<file path="config.mk">
export PLATFORM = sky130hd
export DESIGN_NAME = spinlock_bank
export DESIGN_NICKNAME = d
export VERILOG_FILES = /design/src/rtl/spinlock_pkg.sv /design/src/rtl/spl_port_decode.sv /design/src/rtl/spl_arbiter.sv /design/src/rtl/spl_flags.sv /design/src/rtl/spinlock_bank.sv
export SDC_FILE = /design/constraint.sdc
export NUM_CORES = 1
export LEC_CHECK = 0
export BUFFER_PORTS_ARGS = -buffer_cell sky130_fd_sc_hd__buf_2
export CORE_MARGIN = 2
export CORE_UTILIZATION = 50
export DETAILED_ROUTE_END_ITERATION = 7
export PLACE_DENSITY = 0.71
export SLEW_MARGIN = 20
export SYNTH_ARGS = -nofsm -noshare
export SYNTH_HDL_FRONTEND = slang
export SYNTH_SLANG_ARGS = --single-unit
export TNS_END_PERCENT = 100
</file>
<file path="constraint.sdc">
create_clock -name clk -period 3.3 [get_ports clk]
set_input_delay 0.66 -clock clk [delete_from_list [all_inputs] [get_ports clk]]
set_output_delay 0.66 -clock clk [all_outputs]
set_load 0.05 [all_outputs]
</file>
<file path="src/rtl/spinlock_pkg.sv">
package spinlock_pkg;
  typedef enum logic [1:0] {
    AREA_NONE   = 2'd0,
    AREA_LOCK   = 2'd1,
    AREA_STATUS = 2'd2
  } area_e;

  localparam int unsigned PORTS = 2;
endpackage

</file>
<file path="src/rtl/spl_port_decode.sv">
module spl_port_decode
  import spinlock_pkg::*;
#(
  parameter int unsigned NUM_LOCKS = 32,
  parameter int unsigned ADDR_W    = 6,
  localparam int unsigned IDX_W    = (NUM_LOCKS > 1) ? $clog2(NUM_LOCKS) : 1
) (
  input  logic [ADDR_W-1:0]    addr,
  input  logic                 rd,
  input  logic                 wr,
  output area_e                area,
  output logic [IDX_W-1:0]     idx,
  output logic [NUM_LOCKS-1:0] claim_mask,
  output logic [NUM_LOCKS-1:0] release_mask
);
  localparam logic [ADDR_W-1:0] STAT_WORD = ADDR_W'(NUM_LOCKS);

  function automatic area_e classify(input logic [ADDR_W-1:0] w);
    if (w < STAT_WORD)       return AREA_LOCK;
    else if (w == STAT_WORD) return AREA_STATUS;
    else                     return AREA_NONE;
  endfunction

  function automatic logic [NUM_LOCKS-1:0] one_flag(input logic [IDX_W-1:0] i);
    logic [NUM_LOCKS-1:0] m;
    m    = '0;
    m[i] = 1'b1;
    return m;
  endfunction

  always_comb begin
    area         = classify(addr);
    idx          = addr[IDX_W-1:0];
    claim_mask   = (rd && area == AREA_LOCK) ? one_flag(idx) : '0;
    release_mask = (wr && area == AREA_LOCK) ? one_flag(idx) : '0;
  end
endmodule

</file>
<file path="src/rtl/spl_arbiter.sv">
module spl_arbiter #(
  parameter int unsigned NUM_LOCKS = 32
) (
  input  logic [NUM_LOCKS-1:0] held_q,
  input  logic [NUM_LOCKS-1:0] rel_mask,
  input  logic [NUM_LOCKS-1:0] claim0,
  input  logic [NUM_LOCKS-1:0] claim1,
  input  logic                 clear_all,
  output logic [NUM_LOCKS-1:0] grant0,
  output logic [NUM_LOCKS-1:0] grant1
);
  logic [NUM_LOCKS-1:0] free_now;

  always_comb begin
    // release acts before claim in the same cycle
    free_now = ~(held_q & ~rel_mask);
    grant0   = clear_all ? '0 : (claim0 & free_now);
    // port 0 has fixed priority over port 1
    grant1   = clear_all ? '0 : (claim1 & free_now & ~grant0);
  end
endmodule

</file>
<file path="src/rtl/spl_flags.sv">
module spl_flags #(
  parameter int unsigned NUM_LOCKS = 32
) (
  input  logic                 clk,
  input  logic                 rst_n,
  input  logic                 clear_all,
  input  logic [NUM_LOCKS-1:0] rel_mask,
  input  logic [NUM_LOCKS-1:0] set_mask,
  output logic [NUM_LOCKS-1:0] held_q
);
  always_ff @(posedge clk) begin
    if (!rst_n)         held_q <= '0;
    else if (clear_all) held_q <= '0;
    else                held_q <= (held_q & ~rel_mask) | set_mask;
  end


  clear_empties_chk: assert property (@(posedge clk) disable iff (!rst_n)
    clear_all |=> held_q == '0);


  rise_needs_grant_chk: assert property (@(posedge clk) disable iff (!rst_n)
    ((held_q & ~$past(held_q) & ~$past(set_mask)) == '0));


  release_frees_chk: assert property (@(posedge clk) disable iff (!rst_n)
    ((rel_mask & ~set_mask) != '0) |=> ((held_q & $past(rel_mask & ~set_mask)) == '0));
endmodule

</file>
<file path="src/rtl/spinlock_bank.sv">
module spinlock_bank
  import spinlock_pkg::*;
#(
  parameter int unsigned NUM_LOCKS = 32,
  parameter int unsigned DATA_W    = 32,
  parameter int unsigned ADDR_W    = 6,
  localparam int unsigned IDX_W    = (NUM_LOCKS > 1) ? $clog2(NUM_LOCKS) : 1
) (
  input  logic              clk,
  input  logic              rst_n,
  input  logic              clear_all,
  input  logic [ADDR_W-1:0] p0_addr,
  input  logic              p0_rd,
  input  logic              p0_wr,
  output logic [DATA_W-1:0] p0_rdata,
  input  logic [ADDR_W-1:0] p1_addr,
  input  logic              p1_rd,
  input  logic              p1_wr,
  output logic [DATA_W-1:0] p1_rdata
);
  logic [ADDR_W-1:0]    addr_a    [PORTS];
  logic                 rd_a      [PORTS];
  logic                 wr_a      [PORTS];
  area_e                area_a    [PORTS];
  logic [IDX_W-1:0]     idx_a     [PORTS];
  logic [NUM_LOCKS-1:0] claim_a   [PORTS];
  logic [NUM_LOCKS-1:0] release_a [PORTS];
  logic [NUM_LOCKS-1:0] grant_a   [PORTS];
  logic [DATA_W-1:0]    rdata_q   [PORTS];
  logic [NUM_LOCKS-1:0] rel_mask;
  logic [NUM_LOCKS-1:0] held_q;

  function automatic logic [DATA_W-1:0] token(input logic [IDX_W-1:0] i);
    logic [DATA_W-1:0] t;
    t    = '0;
    t[i] = 1'b1;
    return t;
  endfunction

  assign addr_a[0] = p0_addr;
  assign rd_a[0]   = p0_rd;
  assign wr_a[0]   = p0_wr;
  assign addr_a[1] = p1_addr;
  assign rd_a[1]   = p1_rd;
  assign wr_a[1]   = p1_wr;

  for (genvar p = 0; p < PORTS; p++) begin : g_port
    spl_port_decode #(.NUM_LOCKS(NUM_LOCKS), .ADDR_W(ADDR_W)) u_dec (
      .addr         (addr_a[p]),
      .rd           (rd_a[p]),
      .wr           (wr_a[p]),
      .area         (area_a[p]),
      .idx          (idx_a[p]),
      .claim_mask   (claim_a[p]),
      .release_mask (release_a[p])
    );

    always_ff @(posedge clk) begin
      if (!rst_n || !rd_a[p]) begin
        rdata_q[p] <= '0;
      end else begin
        unique case (area_a[p])
          AREA_LOCK:   rdata_q[p] <= grant_a[p][idx_a[p]] ? token(idx_a[p]) : '0;
          AREA_STATUS: rdata_q[p] <= DATA_W'(held_q);
          default:     rdata_q[p] <= '0;
        endcase
      end
    end
  end

  assign rel_mask = release_a[0] | release_a[1];

  spl_arbiter #(.NUM_LOCKS(NUM_LOCKS)) u_arb (
    .held_q    (held_q),
    .rel_mask  (rel_mask),
    .claim0    (claim_a[0]),
    .claim1    (claim_a[1]),
    .clear_all (clear_all),
    .grant0    (grant_a[0]),
    .grant1    (grant_a[1])
  );

  spl_flags #(.NUM_LOCKS(NUM_LOCKS)) u_flags (
    .clk       (clk),
    .rst_n     (rst_n),
    .clear_all (clear_all),
    .rel_mask  (rel_mask),
    .set_mask  (grant_a[0] | grant_a[1]),
    .held_q    (held_q)
  );

  assign p0_rdata = rdata_q[0];
  assign p1_rdata = rdata_q[1];


  idle_zero_chk: assert property (@(posedge clk) disable iff (!rst_n)
    !p0_rd |=> p0_rdata == '0);


  tie_port1_loses_chk: assert property (@(posedge clk) disable iff (!rst_n)
    (p0_rd && p1_rd && p0_addr == p1_addr && area_a[0] == AREA_LOCK) |=> p1_rdata == '0);


  held_read_zero_chk: assert property (@(posedge clk) disable iff (!rst_n)
    (p1_rd && area_a[1] == AREA_LOCK && held_q[idx_a[1]] && !rel_mask[idx_a[1]])
      |=> p1_rdata == '0);


  outside_zero_chk: assert property (@(posedge clk) disable iff (!rst_n)
    (p0_rd && area_a[0] == AREA_NONE) |=> p0_rdata == '0);


  status_view_chk: assert property (@(posedge clk) disable iff (!rst_n)
    (p0_rd && area_a[0] == AREA_STATUS) |=> p0_rdata == DATA_W'($past(held_q)));
endmodule

</file>
== After elaboration in Yosys (flattened, before gate mapping) ==
Memories as Yosys holds them, arrays and structs flattened.
Index checks and enable logic that the tools add are counted.

* Order comparisons: 6
* Equality and inequality tests: 6
* Muxes and demuxes: 48
* Bitwise gates (word level): 17
* Reductions and logical operators: 14

{| class="wikitable"
|+ Operators with widths
! operator !! number
|-
| $mux 32 || 14
|-
| $and 32x32->32 || 4
|-
| $not 32->32 || 3
|-
| $or 32x32->32 || 3
|-
| $mux 1 || 26
|-
| $eq 6x6->1 const B || 2
|-
| $lt 5x6->1 const B || 2
|-
| $lt 6x6->1 const B || 2
|-
| $bmux 1 s5 || 2
|-
| $demux 1 s5 || 2
|-
| $ge 5x1->1 const B || 2
|-
| $mux 2 || 4
|-
| $logic_and 1x1->1 || 6
|-
| $or 1x1->1 || 6
|-
| $reduce_or 2->1 || 3
|-
| $eq 2x1->1 const B || 2
|-
| $eq 2x2->1 const B || 2
|-
| $logic_not 1->1 || 3
|-
| $logic_or 1x1->1 || 2
|-
| $not 1->1 || 1
|}

* Flip-flop bits (word level): 32
* RAM bits: 64
* Input port bits: 19
* Output and inout port bits: 64
* Memories kept: 1

{| class="wikitable"
|+ Memories
! name !! words !! width !! read ports !! clocked after Yosys merged registers in !! wr ports !! RTL line !! text
|-
| rdata_q || 2 || 32 || 2 || 0 || 2 || spinlock_bank.sv:29 || <nowiki>logic [DATA_W-1:0] rdata_q [PORTS];</nowiki>
|}

== Longest topological paths before layout ==
* Depth in word-level cells: 21
* Depth in mapped cells: 9
* Depth with buffers taken out: 6

== By module ==
From an unflattened synthesis, not the netlist that was laid out.

* Cells, all modules: 903
* Area total of the unflattened synthesis: 7892.6 um2

{| class="wikitable"
|+ Modules (own cells, without submodules)
! module !! instances !! cells each !! area an instance (um2) !! sequential area each (um2)
|-
| spinlock_bank || 1 || 464 || 4272.8 || 1921.8
|-
| spl_flags || 1 || 132 || 1281.2 || 640.6
|-
| spl_arbiter || 1 || 103 || 1227.4 || 0.0
|-
| spl_port_decode (g_port[0].u_dec) || 1 || 102 || 561.8 || 0.0
|-
| spl_port_decode (g_port[1].u_dec) || 1 || 102 || 549.3 || 0.0
|}

== Worst setup path before layout ==
Ideal clock, no wire load.

* Path type: in2reg
* From: input port p1_addr[1]
* To: memory rdata_q[0][11] (data pin)
* Library setup time: 165 ps
* Data arrival time: 2684 ps
* Path slack: 451 ps
* Stages on the path: 8
* Cell sequence: buf_2 or4b_4 o2111ai_2 a21oi_2 o41ai_4 o211ai_4 buf_6 o31ai_2

{| class="wikitable"
|+ RTL lines
! element !! RTL line !! text
|-
| start: declaration || spinlock_bank.sv:16 || <nowiki>input logic [ADDR_W-1:0] p1_addr,</nowiki>
|-
| end: declaration || spinlock_bank.sv:29 ||
|}

==> impl_metrics.json <==
{
  "cts_resized": 0,
  "grt_usage": 0.328,
  "met1_length_mm": 8.32,
  "ys_ff_latch": 96,
  "required_ns": 3.51,
  "synthArstFlopShare": 0,
  "power_per_cell_area_mw_per_mm2": 386,
  "die_width_microns": 109,
  "cpLargestDelayFamily": "compound AO/OA/AOI/OAI gates",
  "synth_top_cell_area_share": 0.350,
  "post-route-min-period_ns": 2.79,
  "clock_skew_ns": 0.0170,
  "setup_violations": 0,
  "dr.first_iter.drc_count": 636,
  "cp_max_fo": 10,
  "wl_mm": 19.1,
  "coreArea_sq_mm": 0.0108,
  "synthDistinctLibCells": 60,
  "design_area_sq_mm": 0.00659,
  "cp.buffers_inverters": 2,
  "drc": 0,
  "drv_slew": 0,
  "yosys-top-cells-area": "edfxtp_1 (35%), dfxtp_1 (12%), a21oi_1 (7.6%), nand2_1 (5.4%), a32oi_1 (5.0%)",
  "cts_buffer_depth": 2,
  "vias_per_cell": 6.20,
  "ys_warn_count": 0,
  "cp.arrival_ns": 3.00,
  "diodes": 0,
  "antenna_found_initial": 0,
  "antenna_left": 0,
  "grt_pass1_vias": 4982,
  "worstSkewPairLatency_ns": 0.38,
  "synth_area_sq_mm": 0.00548,
  "cts_hold_buf": 0,
  "final_hold_viol_count": 0,
  "crit_path_end_kind": "flip-flop",
  "fin_setup_tns_ns": 0,
  "post_drt_wl_per_cell_microns": 21.6,
  "min_period_over_period": 0.846,
  "route.met2.wl_mm": 8.34,
  "initial_utilization": 0.508,
  "mostFrequentLayoutCell": "a21oi_1",
  "cp_slowest_cell": "nand4bb_1",
  "grt_max_degree": 33,
  "postCtsSetupBuffers": 0,
  "drv_cap": 0,
  "hold_class": "flip-flop to flip-flop",
  "rows": 38,
  "placed_cell_area_sq_mm": 0.00640,
  "port_buffers": 82,
  "clkSinkCount": 96,
  "cp_cell_sequence": "buf_2 > nand4bb_1 > buf_4 > o21ai_0 > mux2i_1 > a211oi_1 > o211ai_1 > o31ai_1",
  "max_freq_mhz": 358,
  "synth_seq_area_share": 0.467,
  "slowest_delay_ns": 0.51,
  "status": "complete, no violations",
  "layout_common_cells": "a21oi_1 (83), buf_2 (82), nand2_1 (79)",
  "synth-edff-count": 64,
  "synthFlopType": "edfxtp_1",
  "worst_pin_slew_ns": 0.988,
  "ir_drop_v": 0.000283,
  "drive_gt1_frac": 0.228,
  "maxSlewHeadroom": 0.340,
  "cts_root_buf": "clkbuf_8",
  "total_leakage_power_nw": 2.21,
  "die_area_sq_mm": 0.0118,
  "fp.dieH_microns": 109,
  "top_layer": "met4",
  "io_pins": 83,
  "cts_tree": "yes",
  "synth_cells": 599,
  "gp_congestion": 1.00,
  "vias": 5489,
  "syn_to_final_growth_pct": 20.2,
  "grt_first_pass_wirelength_mm": 28.6,
  "h-tree-depth": 3,
  "nets": 759,
  "syn_avg_cell_area_sq_um": 9.16,
  "yosysTopAreaCell": "edfxtp_1",
  "wl_met3_mm": 2.00,
  "cts_buffers": 9,
  "cp-start-kind": "input pin",
  "clk_pin_slew_worst_paths_ns": 0.10,
  "hpwl_mm": 14.3,
  "overflow": 0,
  "first_pass_iters": 5,
  "grt_setup_unrepaired": "false",
  "critPathKind": "input pin to flip-flop"
}
-- cells by family (layout without fill, tap and decap cells) --
family,after synthesis,after routing,share of synthesized area
simple gates,208,208,0.181
xor+xnor,2,2,0.00319
buf+inv,60,143,0.0445
compound gates,227,227,0.290
flops,96,96,0.467
other cells,1,64,0.000684
mux,5,5,0.0137
-- state kept, by name (all words and copies together) (netlist names) --
name and flops:
rdata_q 64, u_flags.held_q 32
-- final timing paths --
check                                        start        endpoint  slack [ns]  cells past startpoint
worst min register to register  u_flags.held_q[11]  rdata_q[0][11]        0.64                      2
worst min-delay path            u_flags.held_q[11]  rdata_q[0][11]        0.64                      2
worst max-delay path                    p1_addr[1]   rdata_q[0][4]        0.51                      8
worst max register to register  u_flags.held_q[23]  rdata_q[0][22]        1.12                      6
-- per-layer routing --
layer / track usage / vias to the layer above
met5: 0 / -
li1: - / 2511
met1: 0.470 / 2585
met2: 0.487 / 353
met3: 0.0759 / 40
met4: 0.115 / 0
-- metrics by stage --
stage / power (W) / setup WS, ns / instances / util / hold WS, ns
after floorplan: 0.00166 / 0.451 / 662 / - / 0.513
after CTS: 0.00255 / 0.560 / 885 / 0.611 / 0.630
after global placement: 0.00179 / 0.229 / 869 / 0.593 / 0.599
after global routing: 0.00263 / 0.420 / 885 / 0.611 / 0.664
final: 0.00255 / 0.508 / 885 / 0.611 / 0.640
after detailed placement: 0.00179 / 0.189 / 869 / 0.593 / 0.609
-- worst reg2reg max path, stage by stage, from the launching register on --
cell	delay, ns
dfxtp_1	0.44
o21ai_0	0.17
mux4_2	0.50
o21a_1	0.21
o211ai_4	0.25
buf_4	0.27
o31ai_2	0.08
-- where the power goes --
part	switching (W)	total [W]	internal, W
Combinational	0.000348	0.000443	0.0000951
Sequential	0.0000122	0.00133	0.00132
Clock	0.000421	0.000773	0.000352
-- synth_stat cells, types with 2 or more instances --
cell and n:
a21oi_1 83, nand2_1 79, nor2_1 65, edfxtp_1 64, clkbuf_1 49, o21ai_0 35
dfxtp_1 32, a32oi_1 31, nor3_1 12, o31ai_1 12, o31ai_2 10, a31oi_1 9
o2111ai_1 9, nand3_1 8, nor3b_1 8, o211ai_1 8, a211oi_1 7, or3b_2 7
nand3b_1 6, nand2b_1 4, and3_1 3, mux2i_1 3, o41ai_1 3, a311oi_1 2
a32o_1 2, buf_1 2, buf_6 2, clkbuf_2 2, inv_1 2, mux4_2 2
nand4_1 2, nand4bb_1 2, nor2b_1 2, o22a_1 2, o32a_1 2, o41ai_2 2
or3_1 2, xnor2_1 2
-- cell type report --
| cell class | instances | area [sq um] |
|---|---|---|
| fillers | 948 | 4200 |
| multi-input cells | 506 | 2920 |
| flip-flops and latches | 96 | 2560 |
| repair buffers | 123 | 731 |
| well taps | 140 | 175 |
| clock buffers | 11 | 131 |
| clock inverters | 5 | 57.6 |
| inverters | 4 | 15.0 |
No activity file was read; power rests on OpenSTA's default activity.
